**src/rtl/nbk_pkg.sv**
```systemverilog
package nbk_pkg;

   localparam int NBK_DATA_W = 8;

   typedef enum logic [2:0] {
      ST_IDLE,
      ST_SETUP,
      ST_PULSE,
      ST_HOLD,
      ST_DONE
   } nbk_state_e;

   typedef enum logic [2:0] {
      OP_REG_WR,
      OP_REG_RD,
      OP_NAND_WR,
      OP_NAND_RD,
      OP_REJECT
   } nbk_op_e;

   typedef struct packed {
      nbk_op_e op;
      logic    cle;
      logic    ale;
      logic    is_ctrl;
      logic    is_stat;
   } nbk_dec_t;

endpackage

```
**src/rtl/nbk_sync.sv**
```systemverilog
module nbk_sync #(
   parameter int STAGES = 2
) (
   input  logic clk,
   input  logic rst_n,
   input  logic d,
   output logic q
);
   logic [STAGES-1:0] sr_q;

   always_ff @(posedge clk or negedge rst_n) begin
      if (!rst_n) sr_q <= '0;
      else        sr_q <= {sr_q[STAGES-2:0], d};
   end

   assign q = sr_q[STAGES-1];
endmodule

```
**src/rtl/nbk_decode.sv**
```systemverilog
module nbk_decode import nbk_pkg::*; #(
   parameter int WIN_W     = 17,
   parameter int REGION_W  = 3,
   parameter int NUM_BANKS = 4,
   parameter int CMD_BIT   = 15,
   parameter int ADR_BIT   = 16,
   parameter int CTRL_OFS  = 'h50,
   parameter int STAT_OFS  = 'h54,
   localparam int ADDR_W   = WIN_W + REGION_W
) (
   input  logic [ADDR_W-1:0] addr,
   input  logic              we,
   output nbk_dec_t          dec
);
   logic [REGION_W-1:0] region;
   logic [WIN_W-1:0]    ofs;

   assign region = addr[ADDR_W-1:WIN_W];
   assign ofs    = addr[WIN_W-1:0];

   always_comb begin
      dec    = '0;
      dec.op = OP_REJECT;
      if (region == '0) begin
         dec.op      = we ? OP_REG_WR : OP_REG_RD;
         dec.is_ctrl = (ofs == WIN_W'(CTRL_OFS));
         dec.is_stat = (ofs == WIN_W'(STAT_OFS));
      end else if (region <= REGION_W'(NUM_BANKS)) begin
         dec.cle = ofs[CMD_BIT];
         dec.ale = ofs[ADR_BIT];
         if (dec.cle && dec.ale)        dec.op = OP_REJECT;
         else if (we)                   dec.op = OP_NAND_WR;
         else if (dec.cle || dec.ale)   dec.op = OP_REJECT;
         else                           dec.op = OP_NAND_RD;
      end
   end
endmodule

```
**src/rtl/nbk_bank_ctrl.sv**
```systemverilog
module nbk_bank_ctrl #(
   parameter int NUM_BANKS = 4,
   localparam int CTRL_W   = 2 * NUM_BANKS
) (
   input  logic              clk,
   input  logic              rst_n,
   input  logic              wr_en,
   input  logic [CTRL_W-1:0] wdata,
   output logic [CTRL_W-1:0] ctrl_q,
   output logic [NUM_BANKS-1:0] ce_n
);
   always_ff @(posedge clk or negedge rst_n) begin
      if (!rst_n)     ctrl_q <= '0;
      else if (wr_en) ctrl_q <= wdata;
   end

   for (genvar b = 0; b < NUM_BANKS; b++) begin : g_bank
      assign ce_n[b] = ~(ctrl_q[2*b] & ctrl_q[2*b+1]);
   end
endmodule

```
**src/rtl/nbk_seq.sv**
```systemverilog
module nbk_seq import nbk_pkg::*; #(
   parameter int PULSE_CYC = 3,
   parameter int CTRL_W    = 8,
   localparam int CNT_W    = $clog2(PULSE_CYC + 1)
) (
   input  logic                  clk,
   input  logic                  rst_n,
   input  logic                  req,
   input  nbk_dec_t              dec,
   input  logic [NBK_DATA_W-1:0] wdata,
   input  logic [NBK_DATA_W-1:0] dq_in,
   input  logic [CTRL_W-1:0]     ctrl_q,
   input  logic                  ready_s,
   output logic                  ctrl_wr,
   output logic                  ack,
   output logic                  err,
   output logic [NBK_DATA_W-1:0] rdata,
   output logic                  cle,
   output logic                  ale,
   output logic                  we_n,
   output logic                  re_n,
   output logic [NBK_DATA_W-1:0] dq_out,
   output logic                  dq_oe
);
   nbk_state_e            state_q;
   logic [CNT_W-1:0]      cnt_q;
   logic                  cyc_cle_q, cyc_ale_q, cyc_rd_q;
   logic [NBK_DATA_W-1:0] dq_q, rdata_q;
   logic                  err_q, sticky_q;
   logic                  accept, active;

   assign accept  = req && (state_q == ST_IDLE);
   assign ctrl_wr = accept && (dec.op == OP_REG_WR) && dec.is_ctrl;

   always_ff @(posedge clk or negedge rst_n) begin
      if (!rst_n) begin
         state_q   <= ST_IDLE;
         cnt_q     <= '0;
         cyc_cle_q <= 1'b0;
         cyc_ale_q <= 1'b0;
         cyc_rd_q  <= 1'b0;
         dq_q      <= '0;
         rdata_q   <= '0;
         err_q     <= 1'b0;
         sticky_q  <= 1'b0;
      end else begin
         unique case (state_q)
            ST_IDLE: if (accept) begin
               err_q   <= 1'b0;
               rdata_q <= '0;
               unique case (dec.op)
                  OP_REG_WR: begin
                     if (dec.is_stat) sticky_q <= 1'b0;
                     state_q <= ST_DONE;
                  end
                  OP_REG_RD: begin
                     if (dec.is_ctrl)
                        rdata_q <= NBK_DATA_W'(ctrl_q);
                     else if (dec.is_stat)
                        rdata_q <= {{(NBK_DATA_W-2){1'b0}}, sticky_q, ready_s};
                     state_q <= ST_DONE;
                  end
                  OP_NAND_WR: begin
                     cyc_cle_q <= dec.cle;
                     cyc_ale_q <= dec.ale;
                     cyc_rd_q  <= 1'b0;
                     dq_q      <= wdata;
                     state_q   <= ST_SETUP;
                  end
                  OP_NAND_RD: begin
                     cyc_cle_q <= 1'b0;
                     cyc_ale_q <= 1'b0;
                     cyc_rd_q  <= 1'b1;
                     state_q   <= ST_SETUP;
                  end
                  default: begin
                     err_q    <= 1'b1;
                     sticky_q <= 1'b1;
                     state_q  <= ST_DONE;
                  end
               endcase
            end
            ST_SETUP: begin
               cnt_q   <= CNT_W'(PULSE_CYC - 1);
               state_q <= ST_PULSE;
            end
            ST_PULSE: begin
               if (cnt_q == '0) begin
                  if (cyc_rd_q) rdata_q <= dq_in;
                  state_q <= ST_HOLD;
               end else begin
                  cnt_q <= cnt_q - 1'b1;
               end
            end
            ST_HOLD: state_q <= ST_DONE;
            default: begin
               cyc_cle_q <= 1'b0;
               cyc_ale_q <= 1'b0;
               state_q   <= ST_IDLE;
            end
         endcase
      end
   end

   assign active = (state_q == ST_SETUP) || (state_q == ST_PULSE) || (state_q == ST_HOLD);
   assign cle    = active && cyc_cle_q;
   assign ale    = active && cyc_ale_q;
   assign we_n   = !((state_q == ST_PULSE) && !cyc_rd_q);
   assign re_n   = !((state_q == ST_PULSE) && cyc_rd_q);
   assign dq_oe  = active && !cyc_rd_q;
   assign dq_out = dq_q;
   assign ack    = (state_q == ST_DONE);
   assign err    = err_q;
   assign rdata  = rdata_q;
endmodule

```
**src/rtl/nand_bank_if.sv**
```systemverilog
module nand_bank_if import nbk_pkg::*; #(
   parameter int NUM_BANKS   = 4,
   parameter int WIN_W       = 17,
   parameter int REGION_W    = 3,
   parameter int CMD_BIT     = 15,
   parameter int ADR_BIT     = 16,
   parameter int CTRL_OFS    = 'h50,
   parameter int STAT_OFS    = 'h54,
   parameter int PULSE_CYC   = 3,
   parameter int SYNC_STAGES = 2
) (
   input  logic                      clk,
   input  logic                      rst_n,
   input  logic                      bus_req,
   input  logic                      bus_we,
   input  logic [REGION_W+WIN_W-1:0] bus_addr,
   input  logic [7:0]                bus_wdata,
   output logic                      bus_ack,
   output logic                      bus_err,
   output logic [7:0]                bus_rdata,
   output logic [NUM_BANKS-1:0]      nand_ce_n,
   output logic                      nand_cle,
   output logic                      nand_ale,
   output logic                      nand_we_n,
   output logic                      nand_re_n,
   output logic [7:0]                nand_dq_out,
   output logic                      nand_dq_oe,
   input  logic [7:0]                nand_dq_in,
   input  logic                      nand_rb
);
   localparam int CTRL_W = 2 * NUM_BANKS;

   if (NUM_BANKS < 1 || NUM_BANKS > 4) begin : g_bad_banks
      $error("NUM_BANKS must be 1..4 so the control byte holds two bits per bank");
   end
   if ((2 ** REGION_W) <= NUM_BANKS) begin : g_bad_region
      $error("REGION_W too narrow for register region plus NUM_BANKS windows");
   end
   if (CMD_BIT >= WIN_W || ADR_BIT >= WIN_W || CMD_BIT == ADR_BIT) begin : g_bad_bits
      $error("latch select bits must be distinct and inside the window");
   end
   if (PULSE_CYC < 1) begin : g_bad_pulse
      $error("PULSE_CYC must be at least 1");
   end
   if (SYNC_STAGES < 2) begin : g_bad_sync
      $error("SYNC_STAGES must be at least 2");
   end

   nbk_dec_t          dec;
   logic [CTRL_W-1:0] ctrl_q;
   logic              ctrl_wr;
   logic              ready_s;

   nbk_sync #(.STAGES(SYNC_STAGES)) u_sync (
      .clk(clk), .rst_n(rst_n), .d(nand_rb), .q(ready_s)
   );

   nbk_decode #(
      .WIN_W(WIN_W), .REGION_W(REGION_W), .NUM_BANKS(NUM_BANKS),
      .CMD_BIT(CMD_BIT), .ADR_BIT(ADR_BIT),
      .CTRL_OFS(CTRL_OFS), .STAT_OFS(STAT_OFS)
   ) u_dec (
      .addr(bus_addr), .we(bus_we), .dec(dec)
   );

   nbk_bank_ctrl #(.NUM_BANKS(NUM_BANKS)) u_ctrl (
      .clk(clk), .rst_n(rst_n), .wr_en(ctrl_wr),
      .wdata(bus_wdata[CTRL_W-1:0]), .ctrl_q(ctrl_q), .ce_n(nand_ce_n)
   );

   nbk_seq #(.PULSE_CYC(PULSE_CYC), .CTRL_W(CTRL_W)) u_seq (
      .clk(clk), .rst_n(rst_n), .req(bus_req), .dec(dec),
      .wdata(bus_wdata), .dq_in(nand_dq_in), .ctrl_q(ctrl_q),
      .ready_s(ready_s), .ctrl_wr(ctrl_wr),
      .ack(bus_ack), .err(bus_err), .rdata(bus_rdata),
      .cle(nand_cle), .ale(nand_ale), .we_n(nand_we_n), .re_n(nand_re_n),
      .dq_out(nand_dq_out), .dq_oe(nand_dq_oe)
   );
endmodule

```
**config.mk**
```make
export PLATFORM = sky130hd
export DESIGN_NAME = nand_bank_if
export DESIGN_NICKNAME = d
export VERILOG_FILES = /design/src/rtl/nbk_pkg.sv /design/src/rtl/nbk_sync.sv /design/src/rtl/nbk_decode.sv /design/src/rtl/nbk_bank_ctrl.sv /design/src/rtl/nbk_seq.sv /design/src/rtl/nand_bank_if.sv
export SDC_FILE = /design/constraint.sdc
export NUM_CORES = 1
export LEC_CHECK = 0
export ABC_AREA = 0
export BUFFER_PORTS_ARGS = -buffer_cell sky130_fd_sc_hd__buf_2
export CAP_MARGIN = 20
export CORE_ASPECT_RATIO = 0.8
export CORE_MARGIN = 2
export CORE_UTILIZATION = 50
export CTS_BUF_LIST = sky130_fd_sc_hd__clkbuf_2 sky130_fd_sc_hd__clkbuf_4 sky130_fd_sc_hd__clkbuf_8
export CTS_CLUSTER_SIZE = 30
export DETAILED_ROUTE_END_ITERATION = 10
export GPL_TIMING_DRIVEN = 0
export PLACE_DENSITY = 0.81
export SYNTH_ARGS = -nofsm -noshare
export SYNTH_HDL_FRONTEND = slang
export SYNTH_SLANG_ARGS = --single-unit
```
**constraint.sdc**
```tcl
create_clock -name clk -period 2.1 [get_ports clk]
set_input_delay 0 -clock clk [delete_from_list [all_inputs] [get_ports clk]]
set_output_delay 0 -clock clk [all_outputs]
set_load 0.02 [all_outputs]
```
# Word level (Yosys, flattened, before mapping)
# Index checks and enable logic that the tools add are counted.
[word_totals]
wordCells = 103
reg_bits = 36
output_inout_bits = 27
[classes]
addsub = 1
order_cmp = 1
n_reduce_logical = 34
bitwise = 10
n_mux = 31
eq_ne = 15
[ops]
columns = ["cell", "count"]
rows = [
  ["$mux 8", 5],
  ["$eq 17x7->1 const B", 2],
  ["$mux 3", 7],
  ["$pmux 8 s2", 1],
  ["$eq 3x2->1 const B", 4],
  ["$pmux 1 s2", 6],
  ["$pmux 3 s4", 1],
  ["$logic_and 1x1->1", 9],
  ["$logic_not 3->1", 3],
  ["$reduce_and 3->1", 3],
  ["$mux 2", 4],
  ["$reduce_and 4->1", 2],
  ["$eq 3x1->1 const B", 2],
  ["$ne 2x1->1 const B", 3],
  ["$not 1->1", 6],
  ["$reduce_and 2->1", 3],
  ["$reduce_bool 2->1", 3],
  ["$reduce_or 3->1", 2],
  ["$mux 1", 5],
  ["$mux 5", 1],
  ["$and 1x1->1", 4],
  ["$ne 2x2->1 const B", 2],
  ["$pmux 2 s2", 1],
  ["$reduce_or 4->1", 1],
  ["other kinds (8)", 12],
]

# Logic depth before layout (Yosys ltp)
[depth]
word_depth = 11
depth_mapped = 7
ltp_nobuf = 6

# By module
# A second synthesis with hierarchy kept.
[unflattened]
hier_cells = 177
hier_area_um2 = 1951.9
[modules_own_cells]
columns = ["module", "cells_each", "seq_area_each_um2", "area_each_um2", "n_inst"]
rows = [
  ["nbk_seq", 133, 650.6, 1426.4, 1],
  ["nbk_bank_ctrl", 21, 200.2, 346.6, 1],
  ["nbk_decode", 21, 0.0, 128.9, 1],
  ["nbk_sync", 2, 50.0, 50.0, 1],
]

# Worst setup path before layout
# No wires, ideal clock.
[synth_path]
path_type = "reg2reg"
startpoint = "reg u_seq.cnt_q[0]"
endpoint = "reg u_seq.rdata_q[4] (netlist: u_seq.rdata[4])"
slack_ns = 0.365
period_less_slack_ns = 1.735
n_path_buf = 1
arrival_time_ns = 1.653
stages_incl_launch_ff = 8
cell_sequence = "dfrtp_1 > inv_1 > ha_1 > nand3_1 > a211oi_1 > buf_2 > nor2_1 > a31oi_1"
[synth_via]
elab_chain_cells = 3
[synth_lines]
columns = ["item", "line", "rtl"]
rows = [
  ["from (decl)", "nbk_seq.sv:26", "logic [CNT_W-1:0] cnt_q;"],
  ["from (signal assigned)", "nbk_seq.sv:84", "cnt_q <= CNT_W'(PULSE_CYC - 1);"],
  ["from (signal assigned)", "nbk_seq.sv:92", "cnt_q <= cnt_q - 1'b1;"],
  ["$logic_not 2->1", "nbk_seq.sv:88", "if (cnt_q == '0) begin"],
  ["$ne 2x1->1 (no line)", "-", ""],
  ["$reduce_and 4->1 (no line)", "-", ""],
  ["to (signal assigned)", "nbk_seq.sv:58", "rdata_q <= NBK_DATA_W'(ctrl_q);"],
  ["to (signal assigned)", "nbk_seq.sv:60", "rdata_q <= {{(NBK_DATA_W-2){1'b0}}, sticky_q, ready_s};"],
  ["to (signal assigned)", "nbk_seq.sv:89", "if (cyc_rd_q) rdata_q <= dq_in;"],
  ["to (decl)", "nbk_seq.sv:28", "logic [NBK_DATA_W-1:0] dq_q, rdata_q;"],
]
# No other way between the ends.
# A chain may end at the register's enable or synchronous reset.

# Worst setup path in the final report
[layout_path]
startpoint = "reg u_seq.state_q[1]"
endpoint = "reg u_ctrl.ctrl_q[2]"
[layout_via]
elab_chain_cells = 4
[layout_lines]
columns = ["item", "line", "rtl"]
rows = [
  ["from (decl)", "nbk_seq.sv:25", "nbk_state_e state_q;"],
  ["from (signal assigned)", "nbk_seq.sv:37", "state_q <= ST_IDLE;"],
  ["from (signal assigned)", "nbk_seq.sv:54", "state_q <= ST_DONE;"],
  ["from (signal assigned)", "nbk_seq.sv:61", "state_q <= ST_DONE;"],
  ["$logic_not 3->1", "nbk_seq.sv:32", "assign accept = req && (state_q == ST_IDLE);"],
  ["$logic_and 1x1->1", "nbk_seq.sv:32", ""],
  ["$logic_and 1x1->1 (2 in a row)", "nbk_seq.sv:33", "assign ctrl_wr = accept && (dec.op == OP_REG_WR) && dec.is_ctrl;"],
  ["to (signal assigned)", "nbk_bank_ctrl.sv:14", "else if (wr_en) ctrl_q <= wdata;"],
  ["to (decl)", "nbk_bank_ctrl.sv:9", "output logic [CTRL_W-1:0] ctrl_q,"],
]
# No other way between the ends.

==> impl_metrics.yaml <==
global_route:
  grt_usage_pct: 21.62
  overflow: 0
  antenna_found_initial: 0
  grt_pass1_wl_um: 6817
  grt_max_degree: 37
  grt_pass1_vias: 1504
sta:
  rsz0062_at_grt: "false"
  clock.fmax_mhz: 515.6
  relSlewSlack_pct: 47.59
  maxSlewViolCount: 0
  setup_tns_ns: 0
  tightest_slew_ns: 0.7862
  setup_viol: 0
  fin_crit_sh_pct: 92.36
  period_needed_ns: 1.940
  clock_skew_ns: 0.002197
  hold_viol: 0
power_and_ir_drop:
  ir_drop_mv: 0.8227
  leakagePower_nw: 1.148
  power.density_nw_per_um2: 1093
synth:
  synthesis.area_um2: 1793
  ys_seq_area_share_pct: 50.24
  synthAdderAreaFrac_pct: 0.6978
  synth_edf_count: 0
  synth_compound_area_share_pct: 9.281
  synth_xor_area_share_pct: 0.4885
  synth_nets: 206
  avgSynthCellArea_um2: 10.93
  synth_top_family_by_area: "simple AND/OR/NAND/NOR gates"
  synth_cell_types: 42
  syn_inst: 164
  ys_ff_latch: 36
  synthMuxAreaShare_pct: 13.96
  async_flop_share_pct: 100.0
  yosys.area_share.simple_pct: 21.63
  yosys_warnings: 0
  synth_ff_type: "dfrtp_1"
drt:
  wl_um: 4130
  drtIter0Drc: 94
  viasPerCell: 5.181
  drcViolationCount: 0
  wl_per_cell_um: 13.81
  vias: 1549
  ant_nets: 0
  dr.pass1.iters: 5
cts:
  cts.sinks: 36
  path_clk_slew_ns: 0.06
  clock_latency_ns: 0.28
  cts-root-buf: "clkbuf_8"
  cts_buffer_depth: 2
  cts_tree: "built"
  cts_buffers: 5
  htreeDepth: 2
job:
  maxCapViolations: 0
floorplanning:
  die_w_um: 70.95
  core-area_um2: 3423
  num_rows: 19
  initial_core_util_pct: 52.38
  die_h_um: 57.56
  dieArea_um2: 4084
  ios: 68
critical_path:
  path_delay_family: "simple AND/OR/NAND/NOR gates"
  critical_path.startpoint: "u_seq.state_q[1]"
  path_buf_inv: 2
  critical-path-max-stage-delay_ns: 0.35
  worstSetupPathType: "register to register"
  reg2reg_from: "u_seq.state_q[1]"
  worstPathCellList: "buf_2, nand2b_1, nor3_2, and4b_1, buf_6, mux2_4"
  required_ns: 2.26
  worst_path_max_delay_cell: "dfrtp_1"
  cp-start-kind: "register"
  arrival_ns: 2.10
  endpoint_kind: "register"
  worst-path-max-fanout: 10
cells_and_area:
  area_growth_pct: 37.61
  drive_above_1_share_pct: 40.08
  fin_nets: 299
  diodes: 0
  stdcell_count: 299
placed_design:
  gp_congestion: 0.7447
  dp_hpwl_um: 2935
  numPortBuffers: 67
  place_inst: 273
min_path:
  min-delay-start: "nand_dq_in[1]"
  hold_path_class: "primary input to register"
run_status:
  status: "completed"
==> layout make-up <==
type	count	area, µm²
Buffer	7	43.79
Clock buffer	7	96.34
Fill cell	264	955.9
Inverter	6	22.52
Multi-Input combinational cell	115	830.8
Sequential cell	36	900.9
Tap cell	42	52.55
Timing Repair Buffer	86	520.5
==> per-layer routing <==
metal / vias up / part of all wire (%) / global-route usage [%]
met5: - / 0 / 0
li1: 784 / - / -
met2: 48 / 48 / 35.51
met1: 715 / 46 / 28.79
met3: 2 / 5.6 / 6.714
met4: 0 / 0.31 / 4.313
==> path summary, 6_finish.rpt <==
kind / depth (start not counted) / slack (ns) / end
worst max-delay path: 6 / 0.16 / u_ctrl.ctrl_q[2]
worst min-delay path: 4 / 0.07 / u_seq.rdata[1]
worst max register to register: 6 / 0.16 / u_ctrl.ctrl_q[2]
worst min register to register: 0 / 0.35 / u_sync.sr_q[1]
max in group asynchronous: 2 / 1.26 / u_seq.dq_out[2]
min in group asynchronous: 2 / 0.34 / u_seq.cyc_cle_q
==> per-stage QoR <==
| stage | instance area [µm²] | power (mW) | utilization, % | setup WS (ns) | hold WS [ns] |
|---|---|---|---|---|---|
| after floorplan | 1793 | 1.793 | - | 0.3654 | -0.2956 |
| after CTS | 2462 | 2.709 | 71.93 | 0.05188 | 0.06817 |
| final | 2467 | 2.698 | 72.08 | 0.1605 | 0.06850 |
| after global routing | 2467 | 2.888 | 72.08 | 0.05053 | 0.08058 |
| after detailed placement | 2181 | 2.158 | 63.71 | -0.01414 | 0.1119 |
| after global placement | 2181 | 2.128 | 63.71 | -0.001950 | 0.1090 |
==> synth_stat cells (2+ instances only) <==
cell | number | area [µm²]
a21boi_0 | 2 | 15.01
nand3_1 | 3 | 15.01
or2_2 | 2 | 12.51
mux2_2 | 8 | 90.09
nand2_1 | 16 | 60.06
mux2_4 | 8 | 120.1
o31ai_1 | 2 | 15.01
inv_1 | 6 | 22.52
mux2i_1 | 4 | 40.04
or4_1 | 3 | 22.52
nor3_2 | 2 | 20.02
buf_2 | 2 | 10.01
clkbuf_1 | 2 | 7.510
and2_0 | 2 | 12.51
nand4_1 | 10 | 62.56
nor2_1 | 13 | 48.80
or3_1 | 2 | 12.51
dfrtp_1 | 36 | 900.9
nor3_1 | 2 | 10.01
and2_1 | 2 | 12.51
nor3b_1 | 4 | 30.03
buf_6 | 2 | 22.52
nand2b_1 | 2 | 12.51
a31oi_1 | 7 | 43.79
o21ai_0 | 2 | 10.01
a21oi_1 | 4 | 20.02
==> registers in the layout, summed over array words and instances, names as in the netlist <==
signal           flops
u_seq.cyc_rd_q       1
u_seq.dq_out         8
u_sync.sr_q          2
u_ctrl.ctrl_q        8
u_seq.cyc_ale_q      1
u_seq.sticky_q       1
u_seq.state_q        3
u_seq.cnt_q          2
u_seq.cyc_cle_q      1
u_seq.err            1
u_seq.rdata          8
==> report_power, final <==
part,internal (mW),switching (mW)
Combinational,0.456,0.701
Sequential,0.916,0.111
Clock,0.292,0.221
Total,1.66,1.03
==> cell families after synthesis <==
family | Yosys count
simple gates | 68
flops | 36
compound gates | 25
mux | 20
buf+inv | 13
xor+xnor | 1
fa+ha+maj | 1
==> tightest hold or removal path: stages <==
cell	delay (ns)
buf_2	0.07
and2_0	0.11
mux2i_1	0.07
o31ai_1	0.06
==> layout by cell type, fill, tap and decap left out, drive strengths merged <==
master,n
o31ai,2
nor3,4
dfrtp,36
o2111ai,1
nor4,1
nand3,3
o22ai,1
a21bo,1
nor2b,1
nand2,16
ha,1
and4b,1
mux2i,4
or4b,1
nor2,13
a21boi,2
o22a,1
a32oi,1
nand2b,2
inv,6
xnor2,1
and2,4
a211oi,1
o211ai,1
nor3b,4
buf,74
dlygate4sd3,17
or3,2
a31oi,7
mux2,16
o21ai,3
or2,2
nand4,10
a21oi,4
or4,3
clkbuf,9
nor4b,1
==> timing repair <==
action	in CTS	in global routing
cloned	0	0
gates resized for setup	0	1
hold buffers	17	0
buffers inserted	2	0
hold endpoints to repair	61	0
endpoints found under the setup margin	8	6
pin swaps	1	0
(Power assumes the default switching activity.)
